File: src/rtl/tmr_pkg.sv
package tmr_pkg;
  localparam int OFF_LIMIT  = 'h00;
  localparam int OFF_COUNT  = 'h04;
  localparam int OFF_CTRL   = 'h08;
  localparam int OFF_MASK   = 'h48;
  localparam int OFF_ACK    = 'h4C;
  localparam int OFF_RAW    = 'h50;
  localparam int OFF_MASKED = 'h54;

  typedef enum logic [1:0] {
    CMD_LOAD = 2'd0,
    CMD_STOP = 2'd1,
    CMD_RUN  = 2'd2,
    CMD_BAD  = 2'd3
  } cmd_e;
endpackage

File: src/rtl/tmr_regs.sv
module tmr_regs import tmr_pkg::*; #(
  parameter int DW    = 32,
  parameter int AW    = 7,
  parameter int SEL_W = 3,
  parameter int NIRQ  = 1,
  localparam int CTRL_W = SEL_W + 2
) (
  input  logic              clk,
  input  logic              rst_n,
  input  logic              sel,
  input  logic              wr,
  input  logic [AW-1:0]     addr,
  input  logic [DW-1:0]     wdata,
  output logic [DW-1:0]     rdata,
  input  logic [DW-1:0]     count_i,
  input  logic [NIRQ-1:0]   raw_i,
  output logic [DW-1:0]     limit_q,
  output logic [CTRL_W-1:0] ctrl_q,
  output logic              run_q,
  output logic [NIRQ-1:0]   mask_q,
  output logic              load_o,
  output logic [NIRQ-1:0]   ack_o
);
  localparam logic [AW-1:0] A_LIMIT  = AW'(OFF_LIMIT);
  localparam logic [AW-1:0] A_COUNT  = AW'(OFF_COUNT);
  localparam logic [AW-1:0] A_CTRL   = AW'(OFF_CTRL);
  localparam logic [AW-1:0] A_MASK   = AW'(OFF_MASK);
  localparam logic [AW-1:0] A_ACK    = AW'(OFF_ACK);
  localparam logic [AW-1:0] A_RAW    = AW'(OFF_RAW);
  localparam logic [AW-1:0] A_MASKED = AW'(OFF_MASKED);

  logic              wr_en;
  logic              limit_we, ctrl_we, mask_we;
  logic              run_d;

  assign wr_en = sel && wr;

  always_comb begin
    limit_we = 1'b0;
    ctrl_we  = 1'b0;
    mask_we  = 1'b0;
    run_d    = run_q;
    load_o   = 1'b0;
    ack_o    = '0;
    if (wr_en) begin
      case (addr)
        A_LIMIT: limit_we = 1'b1;
        A_CTRL: begin
          if (wdata[1:0] != CMD_BAD) begin
            ctrl_we = 1'b1;
            case (wdata[1:0])
              CMD_LOAD: load_o = 1'b1;
              CMD_STOP: run_d  = 1'b0;
              CMD_RUN:  run_d  = 1'b1;
              default:  run_d  = run_q;
            endcase
          end
        end
        A_MASK:  mask_we = 1'b1;
        A_ACK:   ack_o   = wdata[NIRQ-1:0];
        default: ;
      endcase
    end
  end

  always_comb begin
    rdata = '0;
    if (sel && !wr) begin
      case (addr)
        A_LIMIT:  rdata = limit_q;
        A_COUNT:  rdata = count_i;
        A_CTRL:   rdata = DW'(ctrl_q);
        A_MASK:   rdata = DW'(mask_q);
        A_RAW:    rdata = DW'(raw_i);
        A_MASKED: rdata = DW'(raw_i & mask_q);
        default:  rdata = '0;
      endcase
    end
  end

  always_ff @(posedge clk or negedge rst_n) begin
    if (!rst_n) begin
      limit_q <= '0;
      ctrl_q  <= '0;
      run_q   <= 1'b0;
      mask_q  <= '0;
    end else begin
      if (limit_we) limit_q <= wdata;
      if (ctrl_we)  ctrl_q  <= wdata[CTRL_W-1:0];
      if (ctrl_we)  run_q   <= run_d;
      if (mask_we)  mask_q  <= wdata[NIRQ-1:0];
    end
  end
endmodule

File: src/rtl/tmr_tick.sv
module tmr_tick #(
  parameter int SEL_W = 3,
  parameter int PSC_W = 11,
  localparam int NSRC = 1 << (SEL_W - 1)
) (
  input  logic             clk,
  input  logic             rst_n,
  input  logic [SEL_W-1:0] src_sel,
  input  logic [NSRC-1:0]  src_tick,
  input  logic             run,
  input  logic             prescale,
  input  logic             clr,
  output logic             tick
);
  logic             sel_pulse;
  logic             step;
  logic [PSC_W-1:0] psc_q, psc_d;
  logic             psc_en;

  // upper half of the select code space maps onto the tick inputs
  assign sel_pulse = src_sel[SEL_W-1] && src_tick[src_sel[SEL_W-2:0]];
  assign step      = run && sel_pulse;

  always_comb begin
    psc_en = 1'b0;
    psc_d  = psc_q;
    if (clr) begin
      psc_en = 1'b1;
      psc_d  = '0;
    end else if (step && prescale) begin
      psc_en = 1'b1;
      psc_d  = psc_q + 1'b1;
    end
  end

  assign tick = step && !clr && (!prescale || (psc_q == '1));

  always_ff @(posedge clk or negedge rst_n) begin
    if (!rst_n)      psc_q <= '0;
    else if (psc_en) psc_q <= psc_d;
  end
endmodule

File: src/rtl/tmr_counter.sv
module tmr_counter #(
  parameter int DW = 32
) (
  input  logic          clk,
  input  logic          rst_n,
  input  logic          load,
  input  logic [DW-1:0] reload_val,
  input  logic          tick,
  output logic [DW-1:0] count_q,
  output logic          expire
);
  logic [DW-1:0] count_d;
  logic          count_en;

  assign expire = tick && !load && (count_q <= DW'(1));

  always_comb begin
    count_en = load || tick;
    if (load || expire) count_d = reload_val;
    else                count_d = count_q - 1'b1;
  end

  always_ff @(posedge clk or negedge rst_n) begin
    if (!rst_n)        count_q <= '0;
    else if (count_en) count_q <= count_d;
  end
endmodule

File: src/rtl/tmr_irq.sv
module tmr_irq #(
  parameter int NIRQ = 1
) (
  input  logic            clk,
  input  logic            rst_n,
  input  logic [NIRQ-1:0] set_i,
  input  logic [NIRQ-1:0] ack_i,
  input  logic [NIRQ-1:0] mask_i,
  output logic [NIRQ-1:0] raw_q,
  output logic            irq_o
);
  logic [NIRQ-1:0] raw_d;
  logic            raw_en;

  // set has priority over a same-cycle acknowledge
  assign raw_d  = (raw_q & ~ack_i) | set_i;
  assign raw_en = |(set_i | ack_i);
  assign irq_o  = |(raw_q & mask_i);

  always_ff @(posedge clk or negedge rst_n) begin
    if (!rst_n)      raw_q <= '0;
    else if (raw_en) raw_q <= raw_d;
  end
endmodule

File: src/rtl/mmio_countdown_timer.sv
module mmio_countdown_timer #(
  parameter int DW    = 32,
  parameter int AW    = 7,
  parameter int SEL_W = 3,
  parameter int PSC_W = 11,
  parameter int NIRQ  = 1,
  localparam int NSRC = 1 << (SEL_W - 1)
) (
  input  logic            clk,
  input  logic            rst_n,
  input  logic            bus_sel,
  input  logic            bus_wr,
  input  logic [AW-1:0]   bus_addr,
  input  logic [DW-1:0]   bus_wdata,
  output logic [DW-1:0]   bus_rdata,
  input  logic [NSRC-1:0] src_tick,
  output logic            irq_o
);
  localparam int CTRL_W = SEL_W + 2;
  localparam logic [DW-1:0] PSC_DIV = DW'(1) << PSC_W;

  logic              rst_meta_n, rst_sync_n;
  logic [DW-1:0]     limit_q, count_q, reload_val;
  logic [CTRL_W-1:0] ctrl_q;
  logic              run_q, load, tick, expire, prescale;
  logic [NIRQ-1:0]   mask_q, ack, raw_q;

  always_ff @(posedge clk or negedge rst_n) begin
    if (!rst_n) begin
      rst_meta_n <= 1'b0;
      rst_sync_n <= 1'b0;
    end else begin
      rst_meta_n <= 1'b1;
      rst_sync_n <= rst_meta_n;
    end
  end

  assign prescale   = limit_q > PSC_DIV;
  assign reload_val = prescale ? (limit_q >> PSC_W) : limit_q;

  tmr_regs #(.DW(DW), .AW(AW), .SEL_W(SEL_W), .NIRQ(NIRQ)) u_regs (
    .clk(clk), .rst_n(rst_sync_n), .sel(bus_sel), .wr(bus_wr),
    .addr(bus_addr), .wdata(bus_wdata), .rdata(bus_rdata),
    .count_i(count_q), .raw_i(raw_q), .limit_q(limit_q), .ctrl_q(ctrl_q),
    .run_q(run_q), .mask_q(mask_q), .load_o(load), .ack_o(ack)
  );

  tmr_tick #(.SEL_W(SEL_W), .PSC_W(PSC_W)) u_tick (
    .clk(clk), .rst_n(rst_sync_n), .src_sel(ctrl_q[CTRL_W-1:2]),
    .src_tick(src_tick), .run(run_q), .prescale(prescale), .clr(load),
    .tick(tick)
  );

  tmr_counter #(.DW(DW)) u_cnt (
    .clk(clk), .rst_n(rst_sync_n), .load(load), .reload_val(reload_val),
    .tick(tick), .count_q(count_q), .expire(expire)
  );

  tmr_irq #(.NIRQ(NIRQ)) u_irq (
    .clk(clk), .rst_n(rst_sync_n), .set_i(NIRQ'(expire)), .ack_i(ack),
    .mask_i(mask_q), .raw_q(raw_q), .irq_o(irq_o)
  );
endmodule

File: config.mk
export PLATFORM = sky130hd
export DESIGN_NAME = mmio_countdown_timer
export DESIGN_NICKNAME = d
export VERILOG_FILES = /design/src/rtl/tmr_pkg.sv /design/src/rtl/tmr_regs.sv /design/src/rtl/tmr_tick.sv /design/src/rtl/tmr_counter.sv /design/src/rtl/tmr_irq.sv /design/src/rtl/mmio_countdown_timer.sv
export SDC_FILE = /design/constraint.sdc
export NUM_CORES = 1
export LEC_CHECK = 0
export BUFFER_PORTS_ARGS = -buffer_cell sky130_fd_sc_hd__buf_2
export CAP_MARGIN = 20
export CORE_ASPECT_RATIO = 0.7
export CORE_MARGIN = 5
export CORE_UTILIZATION = 59
export CTS_BUF_LIST = sky130_fd_sc_hd__clkbuf_4
export DETAILED_ROUTE_END_ITERATION = 6
export HOLD_SLACK_MARGIN = 0.05
export PLACE_DENSITY = 0.88
export SLEW_MARGIN = 20
export SYNTH_ARGS = -nofsm -noshare
export SYNTH_HDL_FRONTEND = slang
export SYNTH_SLANG_ARGS = --single-unit
File: constraint.sdc
create_clock -name clk -period 3.75 [get_ports clk]
set_input_delay 0.75 -clock clk [delete_from_list [all_inputs] [get_ports clk]]
set_output_delay 0.75 -clock clk [all_outputs]
set_load 0.005 [all_outputs]
# == After elaboration in Yosys (flattened, before gate mapping) ==
# Cells that the tools add are included.
# word_totals
register_bits,85
input_bits,47
output_inout_bits,33
wordCells,75
# classes
n_addsub,2
n_lt_le_gt_ge,3
eq_ne,10
n_mux,24
bitwise,6
n_reduce_logical,21
# op_table
operator,n
32-bit one-hot mux with 6 select lines,1
32-bit two-way mux,3
32-bit by 12-bit greater-than comparator with 1-bit output (second input constant),1
32-bit by 1-bit <= comparator with 1-bit output (second input constant),1
32-bit by 1-bit subtractor with 32-bit output (second input constant),1
7-bit equality test (second input constant),4
11-bit two-way mux,2
1-bit two-way mux,16
11-bit by 1-bit adder with 11-bit output (second input constant),1
11-bit equality test (second input constant),1
1-bit logical AND,9
7-bit by 3-bit equality test with 1-bit output (second input constant),1
7-bit by 4-bit equality test with 1-bit output (second input constant),1
7-bit logical NOT,1
5-bit AND reduction,1
2-bit nonzero test,2
1-bit bitwise AND,3
1-bit logical NOT,3
1-bit logical OR,3
2-bit by 3-bit < comparator with 1-bit output (second input constant),1
1-bit binary-select mux with 2-bit select,1
2-bit by 1-bit equality test with 1-bit output (second input constant),1
2-bit equality test (second input constant),1
2-bit logical NOT,1
other kinds (5),6

# == Logic depth before layout (Yosys ltp) ==
# Gate-level depths: netlist (run 1).
# logic_depth
word_depth,12
depth_mapped,11
mapped_depth_nobuf,9

# == Cells and area by module ==
# A second synthesis (run 1) with hierarchy kept.
# hier_totals
hier_cells,580
hier_area_um2,5444.0
# by_module_without_submodules
module,n_inst,cells_each,area_per_inst_um2,seq_area_each_um2
tmr_regs,1,197,2290.9,975.9
tmr_counter,1,266,2125.8,800.8
tmr_tick,1,72,666.9,275.3
mmio_countdown_timer,1,41,317.8,50.0
tmr_irq,1,4,42.5,25.0

# == Least setup slack after synthesis (run 1) ==
# OpenSTA, ideal clock, no wires.
# synth_timing
kind,input port to output port
start,input port bus_addr[1]
end,output port bus_rdata[10]
arrival_ns,2.592
required_ns,3.000
setup_slack_ns,0.408
cell_stages,8
path_buffers,2
path_cell_list,or4b_4 > nor3_1 > a21oi_1 > or3b_1 > nand2b_1 > buf_2 > buf_2 > nor2_1
# synth_via
elab_chain_cells,3
elab_cells_between_ends,8
classes_between,5 x eq/ne; 2 x mux; 1 x reduce/logical
# synth_lines
item,line_no,source
start: declaration,mmio_countdown_timer.sv:13,"input logic [AW-1:0] bus_addr,"
7-bit equality test (tied with other cells),tmr_regs.sv:69,case (addr)
32-bit one-hot mux with 6 select lines (*),tmr_regs.sv:69,
32-bit two-way mux (*),tmr_regs.sv:68,if (sel && !wr) begin
end: declaration,mmio_countdown_timer.sv:15,"output logic [DW-1:0] bus_rdata,"
# Every way passes the cells marked *; elsewhere a longest branch is shown, timed or not.

# == Worst setup path after layout (run 1) ==
# layout_timing
start,input port bus_addr[1]
end,output port bus_rdata[7]
# Same word-level chain as after synthesis.

==> metrics.txt, run 1 <==
row count=28; IO Port Bufs=79; I/O pin cnt=80; Routed wire per std cell=19.77 um; CTS tree=built; Setup Crit Path Kind=input port to output pin; sw power=497.7 uW; Pwr per Cell Area=290.0 nW/um^2; Final GP Congestion=0.9591; Worst Max-Slew Pin Slew=1.133 ns; Max FO, Critical Path=27; crit path capture type=output pin; most numerous cell in the Yosys netlist=dfrtp_1; number of global-route vias before repair=4,430; CP Data Required Time=3.00 ns; FILL cells=636; DP HPWL=10,560 um; Die W=121.1 um; cts bufs inserted=9; LEAKAGE=2.807 nW; Clk pwr share=29.9%; DRC=0; sequential share of power=59.0%; Synth area leader=dfrtp_1; Comb pwr share=11.1%; Chip Height=87.80 um; Worst EP arrival=2.87 ns; global route overflow=0; fmax=276.2 MHz; Hold WC Path Type=register to async pin; max-cap violations=0; Design Power=1.690 mW; Yosys Warn Count=0; Pint=1.192 mW; top post-synthesis cells by count=85 x dfrtp_1, 53 x nor2_1, 42 x mux2_2, 37 x mux2i_1, 28 x o21ai_0; Worst Skew=0.02383 ns; Slew Limit Fails=0; Clock Path Buffers=2; Mapped Area=5101 um^2; clock transition at the registers of the reported paths=0.15 ns; Inserted Diodes=0; vias per std cell=6.427; Slew headroom=24.48%; top cells by area, synth=dfrtp_1 42%, mux2_2 9.3%, mux2i_1 7.3%; core area=8443 um^2; RSZ-0062 raised after global routing=false; Yosys reg bits=85; Reg area=2131 um^2; top cell type's share of synthesized area=41.70%; Async SR Flop Fraction=100.0%; CTS H-tree lvls=3; Synth cell types=69; # setup viols final=0; post-layout min period=3.621 ns; DIE AREA=10,640 um^2; sequential fraction of the synthesis area=41.70%; Starting Density=60.42%; total number of vias=4,647; root buffer cell=clkbuf_4; layout cells sized above 1=29.02%; number of flops mapped to enable cells by yosys=0; Synth-to-Final Area Change=14.23%; clock sink total=85; net count after synthesis=570; global-route wire length before repair=22,910 um; total track usage=27.58%; CP startpoint kind=input port; setup TNS=0 ns; DP Worst Slack=0.04467 ns; antenna viol nets, final=0; Routed WL=14,290 um; Sw Ratio=29.45%; setup bufs post-CTS=0; status=finished, final reports clean; Setup WS post-layout=0.1288 ns; Synth Flop Type=dfrtp_1; initial antenna violation count=0; final period utilization=96.56%; VDD IR max=0.0003375 V; cells after synthesis=517; number of nets in the layout=651; syn avg cell area=9.867 um^2; largest net degree at the start of global routing=84; multi-input logic area=2794 um^2; Final Hold Viols=0; Initial DRC Count=449; drt pass-1 iters=5; worst-skew pair later-pin latency=0.46 ns
-- layout by cell type, fill, tap and decap left out, drive strengths merged, types with 4 or more instances in the layout --
master    n
and2      8
mux2i    37
dfrtp    85
a22oi    10
a2bb2oi   4
xnor2     7
buf      95
or3      13
xor2      5
and3      5
nor2     54
ha        6
nor3     16
mux2     42
a21oi    20
a21o      6
clkbuf   10
nand2    20
o21ai    30
o311ai    6
nand4    12
or4       4
nand3    13
nor4     23
or2       5
inv      21
-- power groups by stage --
stage	Clock (mW)	Combinational (mW)	Sequential [mW]
2_1_floorplan	0	0.116	0.999
3_3_place_gp	0	0.162	1.02
3_5_place_dp	0	0.168	1.02
4_1_cts	0.516	0.170	1.01
5_1_grt	0.546	0.206	1.00
6_report	0.505	0.187	0.997
-- layout make-up --
class	instances	share of cell area, %
Clock buffer	10	1.288
Clock inverter	6	0.9448
Inverter	17	1.095
Multi-Input combinational cell	389	47.95
Sequential cell	85	36.57
Tap cell	120	2.577
Timing Repair Buffer	96	9.577
-- kinds of logic (layout without fill, tap and decap cells) --
kind of cell	after synthesis	in the layout	synth area share, %
adders and majority gates	6	6	1.472
buffers and inverters	43	129	3.753
other	1	1	0.07351
AOI/OAI and AO/OA	105	105	14.08
muxes	80	80	16.97
DFF	85	85	41.70
xor gates and xnor gates	12	12	2.060
and+or+nand+nor	185	185	19.89
-- layer usage --
| metal | global-route usage (%) | share of wire [%] | vias to the layer above |
|---|---|---|---|
| met5 | 0 | 0 | - |
| met4 | 9.156 | 1.8 | 0 |
| met3 | 8.586 | 11 | 31 |
| met2 | 40.22 | 44 | 237 |
| met1 | 39.48 | 44 | 2289 |
| li1 | - | - | 2090 |
-- worst max-delay path: stages --
cell	delay, ns
buf_2	0.10
or4b_4	0.58
nor3_2	0.21
a21oi_1	0.06
or3b_1	0.44
nand2b_1	0.17
buf_4	0.22
nor2_1	0.18
buf_2	0.14
-- timing repair --
action | CTS | global route
gates resized for setup | 0 | 1
endpoints found under the hold margin | 2 | 0
hold buffers | 1 | 0
setup endpoints to repair | 0 | 23
-- metrics by stage --
stage | area [um^2] | hold WS (ns) | instances | util, %
after floorplan | 5101 | 0.3312 | 517 | -
after global placement | 5654 | 0.3423 | 705 | 66.97
after detailed placement | 5654 | 0.3457 | 705 | 66.97
after CTS | 5794 | 0.3815 | 722 | 68.63
after global routing | 5827 | 0.2884 | 723 | 69.01
final | 5827 | 0.2487 | 723 | 69.01
-- state kept, by name, indices dropped and copies added (netlist names) --
name            flops
u_cnt.count_q      32
u_regs.limit_q     32
u_tick.psc_q       11
u_regs.ctrl_q       5
rst_meta_n          1
rst_sync_n          1
u_irq.raw_q         1
u_regs.mask_q       1
u_regs.run_q        1
-- worst paths after layout --
check | endpoint | start | cells after the start | slack, ns
max | bus_rdata[7] | bus_addr[1] | 9 | 0.13
min | u_regs.limit_q[21] | rst_sync_n | 0 | 0.25
max reg2reg | u_cnt.count_q[19] | u_tick.psc_q[0] | 8 | 0.85
min reg2reg | u_regs.limit_q[21] | rst_sync_n | 0 | 0.25
max in group asynchronous | u_tick.psc_q[5] | rst_sync_n | 1 | 2.87
min in group clk | rst_sync_n | rst_meta_n | 0 | 0.39
Note: power is estimated with default switching activity, not from simulation.
==> run 2: changes to the inputs <==
--- a/config.mk
+++ b/config.mk
@@ -7,2 +7,3 @@
 export LEC_CHECK = 0
+export ABC_CLOCK_PERIOD_IN_PS = 3750
 export BUFFER_PORTS_ARGS = -buffer_cell sky130_fd_sc_hd__buf_2
--- a/constraint.sdc
+++ b/constraint.sdc
@@ -3,2 +3,2 @@
 set_output_delay 0.75 -clock clk [all_outputs]
-set_load 0.005 [all_outputs]
+set_load 0.1 [all_outputs]
==> run 2 against run 1 <==
Effect of this change: sequential power barely moved; utilization is 6.1 points higher; global-route usage grew 3.0 points; die area unchanged; critical path type unchanged; critical endpoint is now bus_rdata[30]; largest cell class unchanged.
==> metrics.txt, run 2 (synthesized netlist as in run 1, its figures left out) <==
status=finished, final reports clean (unchanged); Worst EP arrival=2.95 ns (was 2.87 ns); VDD IR max=0.0003207 V (was 0.0003375 V); Chip Height=87.80 um (unchanged); setup bufs post-CTS=0 (unchanged); DRC=0 (unchanged); Routed WL=15,910 um (was 14,290 um); Hold WC Path Type=register to async pin (unchanged); cell family with most CP delay=simple AND/OR/NAND/NOR gates (unchanged); final hold slack=0.2989 ns (was 0.2487 ns); vias per std cell=6.662 (was 6.427); number of global-route vias before repair=4,610 (was 4,430); CTS H-tree lvls=3 (unchanged); LEAKAGE=2.892 nW (was 2.807 nW); cts bufs inserted=9 (unchanged); core area=8443 um^2 (unchanged); FILL cells=580 (was 636); total track usage=30.56% (was 27.58%); Slew headroom=45.14% (was 24.48%); Die W=121.1 um (unchanged); CP Data Required Time=3.00 ns (about the same); # setup viols final=0 (unchanged); Slew Limit Fails=0 (unchanged); Crit path top cell by count=buf_12 (was buf_2); Design Power=1.747 mW (was 1.690 mW); Top Registers=u_cnt.count_q (32), u_regs.limit_q (32), u_tick.psc_q (11) (unchanged); Setup Crit Path Kind=input port to output pin (unchanged); Synth-to-Final Area Change=24.33% (was 14.23%); Reg area=2131 um^2 (unchanged); layout cells sized above 1=29.80% (was 29.02%); crit path capture type=output pin (unchanged); total number of vias=4,830 (was 4,647); Clk pwr share=31.8% (was 29.9%); crit path cell chain=buf_2 -> or4b_4 -> nor3_2 -> a21oi_1 -> or3b_1 -> nand2b_1 -> buf_12 -> nor2_1 -> buf_12 (was buf_2 -> or4b_4 -> nor3_2 -> a21oi_1 -> or3b_1 -> nand2b_1 -> buf_4 -> nor2_1 -> buf_2); sw power=497.8 uW (was 497.7 uW); clock sink total=85 (unchanged); largest net degree at the start of global routing=84 (unchanged); DIE AREA=10,640 um^2 (unchanged); worst-skew pair later-pin latency=0.47 ns (was 0.46 ns); Clock Path Buffers=2 (unchanged); DP HPWL=11,670 um (was 10,560 um); initial antenna violation count=0 (unchanged); root buffer cell=clkbuf_4 (unchanged); Initial DRC Count=597 (was 449); commonest non-fill, non-tap cell in the layout=dfrtp_1 (unchanged); IO Port Bufs=79 (unchanged); I/O pin cnt=80 (unchanged); max-cap violations=0 (unchanged); clock transition at the registers of the reported paths=0.14 ns (was 0.15 ns); setup TNS=0 ns (unchanged); global route overflow=0 (unchanged); Starting Density=60.42% (unchanged); CP Buf/Inv Count=3 (unchanged); Max FO, Critical Path=27 (unchanged); Sw Ratio=28.49% (was 29.45%); fmax=270.5 MHz (was 276.2 MHz); Worst Skew=0.01867 ns (was 0.02383 ns); Final Hold Viols=0 (unchanged); CTS tree=built (unchanged); final period utilization=98.57% (was 96.56%); row count=28 (unchanged); antenna viol nets, final=0 (unchanged); Pint=1.249 mW (was 1.192 mW); multi-input logic area=2806 um^2 (was 2794 um^2); Comb pwr share=11.0% (was 11.1%); number of nets in the layout=652 (was 651); drt pass-1 iters=6 (was 5); most frequent cells in the layout=84 x dfrtp_1, 50 x nor2_1, 48 x buf_2 (was 84 x dfrtp_1, 79 x buf_2, 53 x nor2_1); post-layout min period=3.696 ns (was 3.621 ns); global-route wire length before repair=25,090 um (was 22,910 um); RSZ-0062 raised after global routing=true (was false); Pwr per Cell Area=275.5 nW/um^2 (was 290.0 nW/um^2); Worst Max-Slew Pin Slew=0.8167 ns (was 1.133 ns); sequential share of power=57.2% (was 59.0%); Worst path max stage delay=0.58 ns (about the same); CP startpoint kind=input port (unchanged); Final GP Congestion=0.9747 (was 0.9591); Routed wire per std cell=21.94 um (was 19.77 um); CP max-delay cell=or4b_4 (unchanged)
run 2: cell count changes in the layout (fill, tap and decap cells not counted), moves of 2 or more:
cell	change
nor2_2	+3
buf_2	-31
clkinv_4	-2
nor2_1	-3
buf_12	+32
clkinvlp_4	+3
run 2: final timing paths:
| kind | startpoint | to | slack (ns) | cells after the start |
|---|---|---|---|---|
| worst max-delay path | bus_addr[1] | bus_rdata[30] | 0.05 | 9 |
| max in group asynchronous | rst_sync_n | u_tick.psc_q[1] | 2.81 | 1 |
| worst min register to register | rst_sync_n | u_regs.limit_q[26] | 0.30 | 0 |
| worst min-delay path | rst_sync_n | u_regs.limit_q[26] | 0.30 | 0 |
| min in group clk | rst_meta_n | rst_sync_n | 0.38 | 0 |
| worst max register to register | u_cnt.count_q[15] | u_cnt.count_q[6] | 0.94 | 8 |
run 2: power groups by stage:
stage | Clock (mW) | Sequential (mW) | Combinational (mW)
4_1_cts | 0.559 | 1.01 | 0.173
6_report | 0.555 | 0.999 | 0.193
3_3_place_gp | 0 | 1.02 | 0.161
2_1_floorplan | 0 | 0.999 | 0.116
3_5_place_dp | 0 | 1.02 | 0.171
5_1_grt | 0.600 | 1.00 | 0.207
run 2: layout make-up:
| class | instances | share of cell area [%] |
|---|---|---|
| well taps | 120 | 2.367 |
| diodes | 1 | 0.03946 |
| flip-flops and latches | 85 | 33.60 |
| repair buffers | 97 | 16.45 |
| clock inverters | 6 | 1.105 |
| inverters | 17 | 1.006 |
| multi-input cells | 389 | 44.25 |
| clock buffers | 10 | 1.184 |
run 2: per-layer routing:
| layer | vias up | global-route usage, % | wire length (um) |
|---|---|---|---|
| li1 | 2095 | - | - |
| met1 | 2353 | 42.70 | 6343 |
| met2 | 331 | 48.24 | 7373 |
| met3 | 51 | 8.134 | 1786 |
| met4 | 0 | 7.426 | 405 |
| met5 | - | 0 | 0 |
run 2: through the flow:
stage | area, um^2 | std cells | util [%] | setup WS [ns]
3_3_place_gp | 6145 | 706 | 72.78 | 0.1125
3_5_place_dp | 6145 | 706 | 72.78 | -0.01438
4_1_cts | 6302 | 723 | 74.64 | -0.01350
6_report | 6342 | 725 | 75.12 | 0.05356
2_1_floorplan | 5106 | 517 | - | -0.7460
5_1_grt | 6340 | 724 | 75.09 | -0.02305
run 2: what timing repair did:
| item | CTS | global route |
|---|---|---|
| hold buffers | 1 | 0 |
| resized for setup | 1 | 3 |
| setup endpoints to repair | 6 | 27 |
| endpoints found under the hold margin | 2 | 0 |
